File: src/rtl/i2cb_pkg.sv
`timescale 1ns/1ps
// Shared types for the bit sequencer: command codes, phase names,
// and the per-phase line pattern table (1 = released, 0 = pulled low).
package i2cb_pkg;

    typedef enum logic [2:0] {
        CMD_NOP   = 3'd0,
        CMD_START = 3'd1,
        CMD_STOP  = 3'd2,
        CMD_WRITE = 3'd3,
        CMD_READ  = 3'd4
    } bit_cmd_e;

    typedef enum logic [2:0] {
        PH_IDLE = 3'd0,
        PH_A    = 3'd1,
        PH_B    = 3'd2,
        PH_C    = 3'd3,
        PH_D    = 3'd4
    } phase_e;

    typedef struct packed {
        logic scl;
        logic sda;
    } lines_t;

    // Line pattern on entry to phase p for command c.
    function automatic lines_t phase_lines(bit_cmd_e c, phase_e p, logic b, logic scl_now);
        lines_t l;
        l.scl = 1'b1;
        l.sda = 1'b1;
        case (c)
            CMD_START: begin
                l.scl = (p == PH_A) ? scl_now : 1'b1;
                l.sda = (p == PH_A || p == PH_B);
            end
            CMD_STOP: begin
                l.scl = (p != PH_A);
                l.sda = (p == PH_D);
            end
            CMD_WRITE: begin
                l.scl = (p == PH_B || p == PH_C);
                l.sda = b;
            end
            CMD_READ: begin
                l.scl = (p == PH_B || p == PH_C);
                l.sda = 1'b1;
            end
            default: begin
                l.scl = scl_now;
                l.sda = 1'b1;
            end
        endcase
        return l;
    endfunction

    function automatic phase_e phase_next(phase_e p);
        phase_e n;
        case (p)
            PH_A:    n = PH_B;
            PH_B:    n = PH_C;
            PH_C:    n = PH_D;
            default: n = PH_IDLE;
        endcase
        return n;
    endfunction

endpackage

File: src/rtl/i2cb_sync.sv
`timescale 1ns/1ps
// Brings the sensed bus lines into the clock domain through a flop chain
// of STAGES flops. It also flags start/stop conditions on the synchronized
// lines. Assumes STAGES >= 2 and idle-high lines at reset.
module i2cb_sync #(
    parameter int STAGES = 2
) (
    input  logic clk,
    input  logic rst_n,
    input  logic scl_raw,
    input  logic sda_raw,
    output logic scl_s,
    output logic sda_s,
    output logic start_det,
    output logic stop_det
);
    logic [STAGES-1:0] scl_ff;
    logic [STAGES-1:0] sda_ff;
    logic              scl_prev;
    logic              sda_prev;

    // Shift chain for both lines.
    always_ff @(posedge clk) begin
        if (!rst_n) begin
            scl_ff <= '1;
            sda_ff <= '1;
        end else begin
            scl_ff <= {scl_ff[STAGES-2:0], scl_raw};
            sda_ff <= {sda_ff[STAGES-2:0], sda_raw};
        end
    end

    assign scl_s = scl_ff[STAGES-1];
    assign sda_s = sda_ff[STAGES-1];

    // One-cycle history for edge detection.
    always_ff @(posedge clk) begin
        if (!rst_n) begin
            scl_prev <= 1'b1;
            sda_prev <= 1'b1;
        end else begin
            scl_prev <= scl_s;
            sda_prev <= sda_s;
        end
    end

    // Data edge while the clock stays high.
    assign start_det = scl_s && scl_prev && sda_prev && !sda_s;
    assign stop_det  = scl_s && scl_prev && !sda_prev && sda_s;
endmodule

File: src/rtl/i2cb_busmon.sv
`timescale 1ns/1ps
// Bus-busy flag: set by any start condition, cleared by any stop.
// Assumes detect strobes from i2cb_sync, never both in one cycle.
module i2cb_busmon (
    input  logic clk,
    input  logic rst_n,
    input  logic start_det,
    input  logic stop_det,
    output logic busy
);
    // Set/clear flag driven by the condition detectors.
    always_ff @(posedge clk) begin
        if (!rst_n)         busy <= 1'b0;
        else if (start_det) busy <= 1'b1;
        else if (stop_det)  busy <= 1'b0;
    end
endmodule

File: src/rtl/i2cb_pacer.sv
`timescale 1ns/1ps
// Phase timer: counts presc+1 cycles per phase and freezes while hold
// is high (clock stretch). Reloads while idle, so the first phase of
// a command has full length.
module i2cb_pacer #(
    parameter int PRESC_W = 16
) (
    input  logic               clk,
    input  logic               rst_n,
    input  logic               run,
    input  logic               hold,
    input  logic [PRESC_W-1:0] presc,
    output logic               tick
);
    logic [PRESC_W-1:0] cnt;

    assign tick = run && !hold && (cnt == '0);

    // Down-counter with reload at zero or when idle.
    always_ff @(posedge clk) begin
        if (!rst_n)        cnt <= '0;
        else if (!run)     cnt <= presc;
        else if (hold)     cnt <= cnt;
        else if (cnt == '0) cnt <= presc;
        else               cnt <= cnt - 1'b1;
    end
endmodule

File: src/rtl/i2cb_phase_fsm.sv
`timescale 1ns/1ps
// Phase sequencer: takes a command while idle, steps A..D on each tick,
// sets the line enables from the pattern table, samples read data,
// and aborts on lost arbitration. Assumes ticks come from i2cb_pacer.
module i2cb_phase_fsm
    import i2cb_pkg::*;
(
    input  logic        clk,
    input  logic        rst_n,
    input  logic        cmd_valid,
    input  logic [2:0]  cmd,
    input  logic        wr_bit,
    input  logic        tick,
    input  logic        sda_s,
    output phase_e      phase,
    output bit_cmd_e    cmd_q,
    output lines_t      lines,
    output logic        done,
    output logic        rd_bit,
    output logic        arb_lost
);
    logic     bit_q;
    logic     accept;
    logic     lost_now;
    bit_cmd_e cmd_in;

    assign cmd_in   = bit_cmd_e'(cmd);
    assign accept   = (phase == PH_IDLE) && cmd_valid &&
                      (cmd_in inside {CMD_START, CMD_STOP, CMD_WRITE, CMD_READ});
    assign lost_now = (cmd_q == CMD_WRITE) && lines.sda && !sda_s &&
                      (phase == PH_B || phase == PH_C);

    // Phase stepping, line pattern, read sampling and abort.
    always_ff @(posedge clk) begin
        if (!rst_n) begin
            phase    <= PH_IDLE;
            cmd_q    <= CMD_NOP;
            bit_q    <= 1'b0;
            lines    <= '{scl: 1'b1, sda: 1'b1};
            done     <= 1'b0;
            rd_bit   <= 1'b0;
            arb_lost <= 1'b0;
        end else begin
            done <= 1'b0;
            if (phase == PH_IDLE) begin
                if (accept) begin
                    cmd_q    <= cmd_in;
                    bit_q    <= wr_bit;
                    arb_lost <= 1'b0;
                    phase    <= PH_A;
                    lines    <= phase_lines(cmd_in, PH_A, wr_bit, lines.scl);
                end
            end else if (tick) begin
                if (lost_now) begin
                    arb_lost <= 1'b1;
                    lines    <= '{scl: 1'b1, sda: 1'b1};
                    phase    <= PH_IDLE;
                end else if (phase == PH_D) begin
                    done  <= 1'b1;
                    phase <= PH_IDLE;
                end else begin
                    if (phase == PH_C && cmd_q == CMD_READ) rd_bit <= sda_s;
                    phase <= phase_next(phase);
                    lines <= phase_lines(cmd_q, phase_next(phase), bit_q, lines.scl);
                end
            end
        end
    end
endmodule

File: src/rtl/i2c_bit_engine.sv
`timescale 1ns/1ps
// Top of the bit sequencer: joins the synchronizer, busy monitor, phase
// timer and phase sequencer. Lines are open drain: the drive values are
// tied low, and only the enables change.
module i2c_bit_engine #(
    parameter int PRESC_W   = 16,
    parameter int SYNC_STGS = 2
) (
    input  logic               clk,
    input  logic               rst_n,
    input  logic               cmd_valid,
    input  logic [2:0]         cmd,
    input  logic               wr_bit,
    input  logic [PRESC_W-1:0] presc,
    input  logic               scl_in,
    input  logic               sda_in,
    output logic               scl_o,
    output logic               scl_oen,
    output logic               sda_o,
    output logic               sda_oen,
    output logic               done,
    output logic               rd_bit,
    output logic               bus_busy,
    output logic               arb_lost
);
    import i2cb_pkg::*;

    logic     scl_s, sda_s, start_det, stop_det;
    logic     tick, stretch;
    phase_e   phase;
    bit_cmd_e cmd_q;
    lines_t   lines;

    i2cb_sync #(.STAGES(SYNC_STGS)) u_sync (
        .clk(clk), .rst_n(rst_n), .scl_raw(scl_in), .sda_raw(sda_in),
        .scl_s(scl_s), .sda_s(sda_s), .start_det(start_det), .stop_det(stop_det)
    );

    i2cb_busmon u_busmon (
        .clk(clk), .rst_n(rst_n), .start_det(start_det), .stop_det(stop_det),
        .busy(bus_busy)
    );

    // A released clock that still reads low is being held by another device.
    assign stretch = (phase != PH_IDLE) && lines.scl && !scl_s;

    i2cb_pacer #(.PRESC_W(PRESC_W)) u_pacer (
        .clk(clk), .rst_n(rst_n), .run(phase != PH_IDLE), .hold(stretch),
        .presc(presc), .tick(tick)
    );

    i2cb_phase_fsm u_fsm (
        .clk(clk), .rst_n(rst_n), .cmd_valid(cmd_valid), .cmd(cmd),
        .wr_bit(wr_bit), .tick(tick), .sda_s(sda_s), .phase(phase),
        .cmd_q(cmd_q), .lines(lines), .done(done), .rd_bit(rd_bit),
        .arb_lost(arb_lost)
    );

    assign scl_o   = 1'b0;
    assign sda_o   = 1'b0;
    assign scl_oen = lines.scl;
    assign sda_oen = lines.sda;
endmodule

File: config.mk
export PLATFORM = sky130hd
export DESIGN_NAME = i2c_bit_engine
export DESIGN_NICKNAME = d
export VERILOG_FILES = /design/src/rtl/i2cb_pkg.sv /design/src/rtl/i2cb_sync.sv /design/src/rtl/i2cb_busmon.sv /design/src/rtl/i2cb_pacer.sv /design/src/rtl/i2cb_phase_fsm.sv /design/src/rtl/i2c_bit_engine.sv
export SDC_FILE = /design/constraint.sdc
export NUM_CORES = 1
export LEC_CHECK = 0
export BUFFER_PORTS_ARGS = -buffer_cell sky130_fd_sc_hd__buf_2
export CORE_MARGIN = 8
export CORE_UTILIZATION = 35
export DETAILED_ROUTE_END_ITERATION = 7
export SKIP_CTS_REPAIR_TIMING = 1
export SLEW_MARGIN = 5
export SYNTH_ARGS = -nofsm -noshare
export SYNTH_HDL_FRONTEND = slang
export SYNTH_HIERARCHICAL = 1
export SYNTH_SLANG_ARGS = --single-unit
File: constraint.sdc
create_clock -name clk -period 2.9 [get_ports clk]
set_clock_uncertainty 0.15 [all_clocks]
set_input_delay 0.29 -clock clk [delete_from_list [all_inputs] [get_ports clk]]
set_output_delay 0.29 -clock clk [all_outputs]
set_load 0.005 [all_outputs]
==> results.cfg, run 1 <==
[run_status]
status = complete, no violations

[drt]
post_drt_wl_per_cell_um = 14.62
drt-total-wl_um = 5366
vias = 1975
drt_first_pass_iters = 4
vias_per_cell = 5.381
route.detailed.drc = 0
dr.first_iter.drc_count = 63
ant_nets = 0

[critical_path]
path_cells = or3_4, and3b_1, buf_4, nor4b_2, nand3_1, mux2_2, a32oi_1, nor2_1
crit_type = reg2reg
required_ns = 2.93
cp_data_arrival_time_ns = 2.48
critPathCaptureType = flop
cp_max_fo = 12
critPathBufInv = 1
start_kind = flop
cpLargestDelayFamily = simple AND/OR/NAND/NOR gates
cp_slowest_cell = or3_4
cpPeakStageDelay_ns = 0.49

[final_layout]
nets = 318
areaGrowthSynthToFinish_pct = 16.64
drive_above_1_share_pct = 23.97
antenna_cells = 0

[sta]
slew_headroom_pct = 65.73
tightest_slew_ns = 0.5094
finalCritPeriodShare_pct = 84.65
hold_viol_final = 0
rsz0062_at_grt = no
timing.fmax_mhz = 407.3
fin_tns_setup_ns = 0
min_period_ns = 2.455
setup_violations = 0
slew_violations = 0

[synth]
syn_avg_cell_area_um2 = 8.307
synth-warning-count = 6
synthTopCellsByCount = 35 x dfxtp_1, 22 x nand2_1, 18 x a21oi_1
synth_ff_type = dfxtp_1
synthArstFlopShare_pct = 0
synth.most_common_cell = dfxtp_1
syn_area_um2 = 2143
synth-seq-cells = 35
synth_edf_count = 0
synth.distinct_cells = 69
netlist_instances = 258
synth.area.top_cells = dfxtp_1 33%, a21oi_1 4.2%, nand2_1 3.9%
synth_top_cell_by_area = dfxtp_1
yosysSeqAreaShare_pct = 32.69
synth_top_area_share_pct = 32.69

[floorplanning]
pin_count = 33
die_h_um = 94.26
dieArea_um2 = 8884
coreArea_um2 = 5921
rows = 28
dieWidth_um = 94.26
start_util_pct = 36.20

[placement]
place_congestion = 0.8782
dp_hpwl_um = 3833
portBuffers = 30

[cts]
ctsLongestPathBuffers = 2
cts_root_buffer = clkbuf_8
cts_tree = built
htreeDepth = 2
clock-sinks = 35
worst_skew_pair.late_latency_ns = 0.29
cts_buffers = 5
path_clk_slew_ns = 0.08

[global_routing]
grt_max_degree = 30
grt_antenna_before_repair = 0
grt_pass1_wl_um = 8928
grt_pass1_vias = 1910
globalRouteTotalUtil_pct = 12.47
gr-total-overflow = 0

[pwr]
powerDensity_nw_per_um2 = 537.7
peakVddDrop_mv = 0.2555
power_mw = 1.344
power.leakage_nw = 0.9501

[min_path]
min_path_type = in2reg

[flow_run]
cap_violations = 0
[area by class of cell]
type                    count  area (µm²)
inverters                  10       37.54
flip-flops and latches     35       700.7
repair buffers             41       232.7
multi-input cells         198        1319
clock buffers               5       68.82
fillers                   604        3421
clock inverters             3       47.55
well taps                  75       93.84
[path summary, 6_finish.rpt]
check,depth (start not counted),from,slack [ns],end
setup reg to reg,8,u_fsm/phase[0],0.45,u_pacer/cnt[10]
hold / removal,2,sda_in,0.02,u_sync/sda_ff[0]
hold reg to reg,1,u_sync/scl_ff[0],0.26,u_sync/scl_ff[1]
setup / recovery,8,u_fsm/phase[0],0.45,u_pacer/cnt[10]
[routing by layer]
layer	vias up	GRT usage [%]	part of all wire, %
li1	1007	-	-
met1	902	16.07	49
met2	55	19.12	44
met3	11	3.118	5.1
met4	0	5.416	2.0
met5	-	0	0
[power breakdown]
group,switching [mW],internal (mW)
Combinational,0.164,0.144
Clock,0.202,0.261
Sequential,0.0563,0.517
Total,0.422,0.922
[worst register-to-register path: stages (launching register included)]
cell and delay, ns:
dfxtp_1 0.42, or3_4 0.49, and3b_1 0.22, buf_4 0.17, nor4b_2 0.29, nand3_1 0.12, mux2_2 0.28, a32oi_1 0.15
nor2_1 0.05
[metrics by stage]
stage	hold WS, ns	cells	utilization [%]	instance area [µm²]	worst slack, ns
final	0.01861	367	42.22	2500	0.4451
after global routing	0.004493	367	42.22	2500	0.3011
after CTS	0.01032	367	42.22	2500	0.4398
after detailed placement	0.2455	359	40.26	2384	0.4559
after global placement	0.2376	359	40.26	2384	0.5488
after floorplan	0.2130	259	-	2147	0.4007
[registers in the layout, summed over array words and instances (netlist names)]
register,cells
u_fsm/rd_bit,1
u_sync/scl_prev,1
u_fsm/phase,3
u_fsm/arb_lost,1
u_sync/sda_prev,1
u_fsm/done,1
u_busmon/busy,1
u_sync/sda_ff,2
u_fsm/lines,2
u_sync/scl_ff,2
u_fsm/bit_q,1
u_fsm/cmd_q,3
u_pacer/cnt,16
[cells by family (layout without fill, tap and decap cells)]
group | count (synthesis) | count (layout) | share of synthesized area [%]
flops | 35 | 35 | 32.69
xor+xnor | 1 | 1 | 0.4087
buf+inv | 26 | 59 | 5.954
fa+ha+maj | 2 | 2 | 1.167
simple gates | 115 | 115 | 34.09
mux | 6 | 6 | 2.861
other cells | 1 | 2 | 0.1750
compound gates | 72 | 72 | 22.65
[cell usage in the layout (no fill, tap or decap), drive strengths merged, types with 3 or more instances in the layout]
master,instances
nand2,23
o22ai,3
inv,10
nand2b,9
clkbuf,5
mux2i,5
nand4,3
nor4,6
nand3,10
a31oi,4
buf,41
nor2b,5
nor3,16
nor2,18
a21boi,4
a21oi,18
nor3b,6
dfxtp,35
nor4b,3
o21a,3
o21ai,20
Note: power is estimated with default switching activity, not from simulation.
==> run 2: changes to the inputs <==
--- a/config.mk
+++ b/config.mk
@@ -5,6 +5,7 @@
 export SDC_FILE = /design/constraint.sdc
 export NUM_CORES = 1
 export LEC_CHECK = 0
+export ABC_AREA = 1
 export BUFFER_PORTS_ARGS = -buffer_cell sky130_fd_sc_hd__buf_2
 export CORE_MARGIN = 8
 export CORE_UTILIZATION = 35
==> constraint.sdc (replaced) <==
create_clock -name clk -period 2.2 [get_ports clk]
set_clock_uncertainty 0.15 [all_clocks]
set_input_delay 0.22 -clock clk [delete_from_list [all_inputs] [get_ports clk]]
set_output_delay 0.22 -clock clk [all_outputs]
set_load 0.005 [all_outputs]
==> run 2 against run 1 <==
  * Global-route usage rose by 0.10 points
  * Final cell count rose by 24%
  * Maximum frequency rose by 32%
  * Combinational power rose by 99%
  * Highest routed layer unchanged
  * Die area rose by 0.97%
  * Synthesized cell count rose by 33%
==> results.cfg, run 2 <==
[critical_path]
rr_endpoint = u_fsm/lines[0]
cp_max_fo = 8
start_kind = flop
worstRegToRegCells = 15
critPathCaptureType = flop
required_ns = 2.25
crit_type = reg2reg
rrSetupSlack_ns = 0.34
cp_data_arrival_time_ns = 1.91
r2r_start = u_pacer/cnt[0]

[drt]
post_drt_wl_per_cell_um = 11.23
vias = 2126
vias_per_cell = 4.673
drt_first_pass_iters = 4
drt-total-wl_um = 5110
route.detailed.drc = 0
ant_nets = 0
dr.first_iter.drc_count = 145

[placement]
portBuffers = 30
place_congestion = 0.8444
dp_hpwl_um = 3746

[cts]
path_clk_slew_ns = 0.08
cts_tree = built
clock-sinks = 35
cts_root_buffer = clkbuf_8
worst_skew_pair.late_latency_ns = 0.29
cts_buffers = 5
htreeDepth = 2
ctsLongestPathBuffers = 2

[final_layout]
final_cell_mix = 88 x nand2_1, 58 x inv_1, 37 x nor2_1
final_common_cell = nand2_1
antenna_cells = 0
drive_above_1_share_pct = 16.58
fill_cells = 644
largest_reg_flops = 16
top_register = u_pacer/cnt
reg_top3 = u_pacer/cnt: 16 flops, u_fsm/cmd_q: 3 flops, u_fsm/phase: 3 flops
areaGrowthSynthToFinish_pct = 16.33
nets = 406

[floorplanning]
rows = 28
pin_count = 33
start_util_pct = 36.41
die_h_um = 94.71
dieArea_um2 = 8970
coreArea_um2 = 5956
dieWidth_um = 94.71

[synth]
synthArstFlopShare_pct = 0
synth_ff_type = dfxtp_1
synth_top_area_share_pct = 32.31
synth.most_common_cell = nand2_1
synth.distinct_cells = 30
netlist_instances = 343
syn_avg_cell_area_um2 = 6.322
synthTopCellsByCount = 88 x nand2_1, 59 x inv_1, 37 x nor2_1
synth.area.top_cells = dfxtp_1 32%, nand2_1 15%, inv_1 10%
synth-warning-count = 6
syn_area_um2 = 2168
synth-seq-cells = 35
synth_edf_count = 0
synth_top_cell_by_area = dfxtp_1
yosysSeqAreaShare_pct = 32.31

[global_routing]
use_met3_pct = 2.778
grt_pass1_vias = 2031
grt_use_met1_pct = 16.62
grt-busiest-layer = met2
grt_max_degree = 27
globalRouteTotalUtil_pct = 12.57
gr-total-overflow = 0
grt_pass1_wl_um = 9066
grt_use_met2_pct = 19.00
grt_antenna_before_repair = 0

[sta]
finalCritPeriodShare_pct = 84.43
slew_violations = 0
setup_violations = 0
fin_tns_setup_ns = 0
min_period_ns = 1.858
rsz0062_at_grt = no
whs_ns = 0.03889
timing.fmax_mhz = 538.3
hold_viol_final = 0

[run_status]
status = complete, no violations

[pwr]
peakVddDrop_mv = 0.5360
powerDensity_nw_per_um2 = 793.8
power.leakage_nw = 1.322

[min_path]
hp-start = cmd[2]
holdPathEnd = u_fsm/cmd_q[2]
hold_depth = 3
min_path_type = in2reg

[flow_run]
cap_violations = 0
[run 2: cell count changes after synthesis, moves of 9 or more]
cell | previous run | this run
nor2_1 | 17 | 37
a21oi_1 | 18 | 31
nand2_1 | 22 | 88
nor3_1 | 14 | 3
nand2b_1 | 9 | 0
o21ai_0 | 15 | 25
inv_1 | 9 | 59
[run 2: per-stage QoR]
step | utilization (%) | instance area (µm²) | total power, mW | std cells | setup WS (ns)
2_1_floorplan | - | 2172 | 1.286 | 344 | 0.3228
3_3_place_gp | 40.04 | 2385 | 1.409 | 445 | 0.3017
3_5_place_dp | 40.04 | 2385 | 1.414 | 445 | 0.2434
4_1_cts | 41.93 | 2497 | 2.018 | 453 | 0.2105
5_1_grt | 42.35 | 2522 | 2.161 | 455 | 0.05623
6_report | 42.35 | 2522 | 2.002 | 455 | 0.3424
[run 2: worst max-delay path by stage]
stage / from / slack (ns) / cells past startpoint / endpoint
floorplan: u_pacer/cnt[0] / 0.32 / 15 / u_fsm/lines[0]
global placement: u_pacer/cnt[0] / 0.30 / 15 / u_fsm/lines[0]
detailed placement: u_pacer/cnt[0] / 0.24 / 15 / u_fsm/lines[0]
CTS: u_pacer/cnt[0] / 0.21 / 15 / u_fsm/lines[0]
global route: u_pacer/cnt[0] / 0.06 / 15 / u_fsm/lines[0]
finish: u_pacer/cnt[0] / 0.34 / 15 / u_fsm/lines[0]
[run 2: kinds of logic after synthesis]
group	synth area share, %
simple gates	34.79
flops	32.31
fa+ha+maj	1.154
xor+xnor	3.232
other cells	0.1729
compound gates	15.64
buf+inv	12.69
[run 2: area by class of cell]
cell class | count | area [µm²] | area share [%]
clock buffer | 5 | 68.82 | 2.728
inverter | 61 | 229.0 | 9.077
clock inverter | 3 | 43.79 | 1.736
timing repair buffer | 34 | 185.2 | 7.341
sequential | 35 | 700.7 | 27.78
tap | 75 | 93.84 | 3.720
multi-input combinational | 242 | 1201 | 47.62
[run 2: report_power, final]
| part | internal [mW] | switching, mW |
|---|---|---|
| Combinational | 0.228 | 0.386 |
| Clock | 0.338 | 0.258 |
| Sequential | 0.708 | 0.0848 |
[run 2: layer usage]
layer / up-vias / part of all wire (%)
li1: 1136 / -
met1: 945 / 51
met2: 38 / 43
met3: 7 / 4.2
met4: 0 / 1.7
met5: - / 0
[run 2: critical path, cell delays in order (launching register included)]
cell     delay [ns]
dfxtp_1        0.33
inv_2          0.10
ha_1           0.15
inv_1          0.04
nor2_1         0.07
nand2_1        0.05
nor2_1         0.11
nand2_2        0.09
nor3_2         0.14
nand2_1        0.12
nand2_4        0.13
nand2_2        0.06
nand2_1        0.06
nand2_1        0.04
inv_1          0.07
nand2_1        0.04
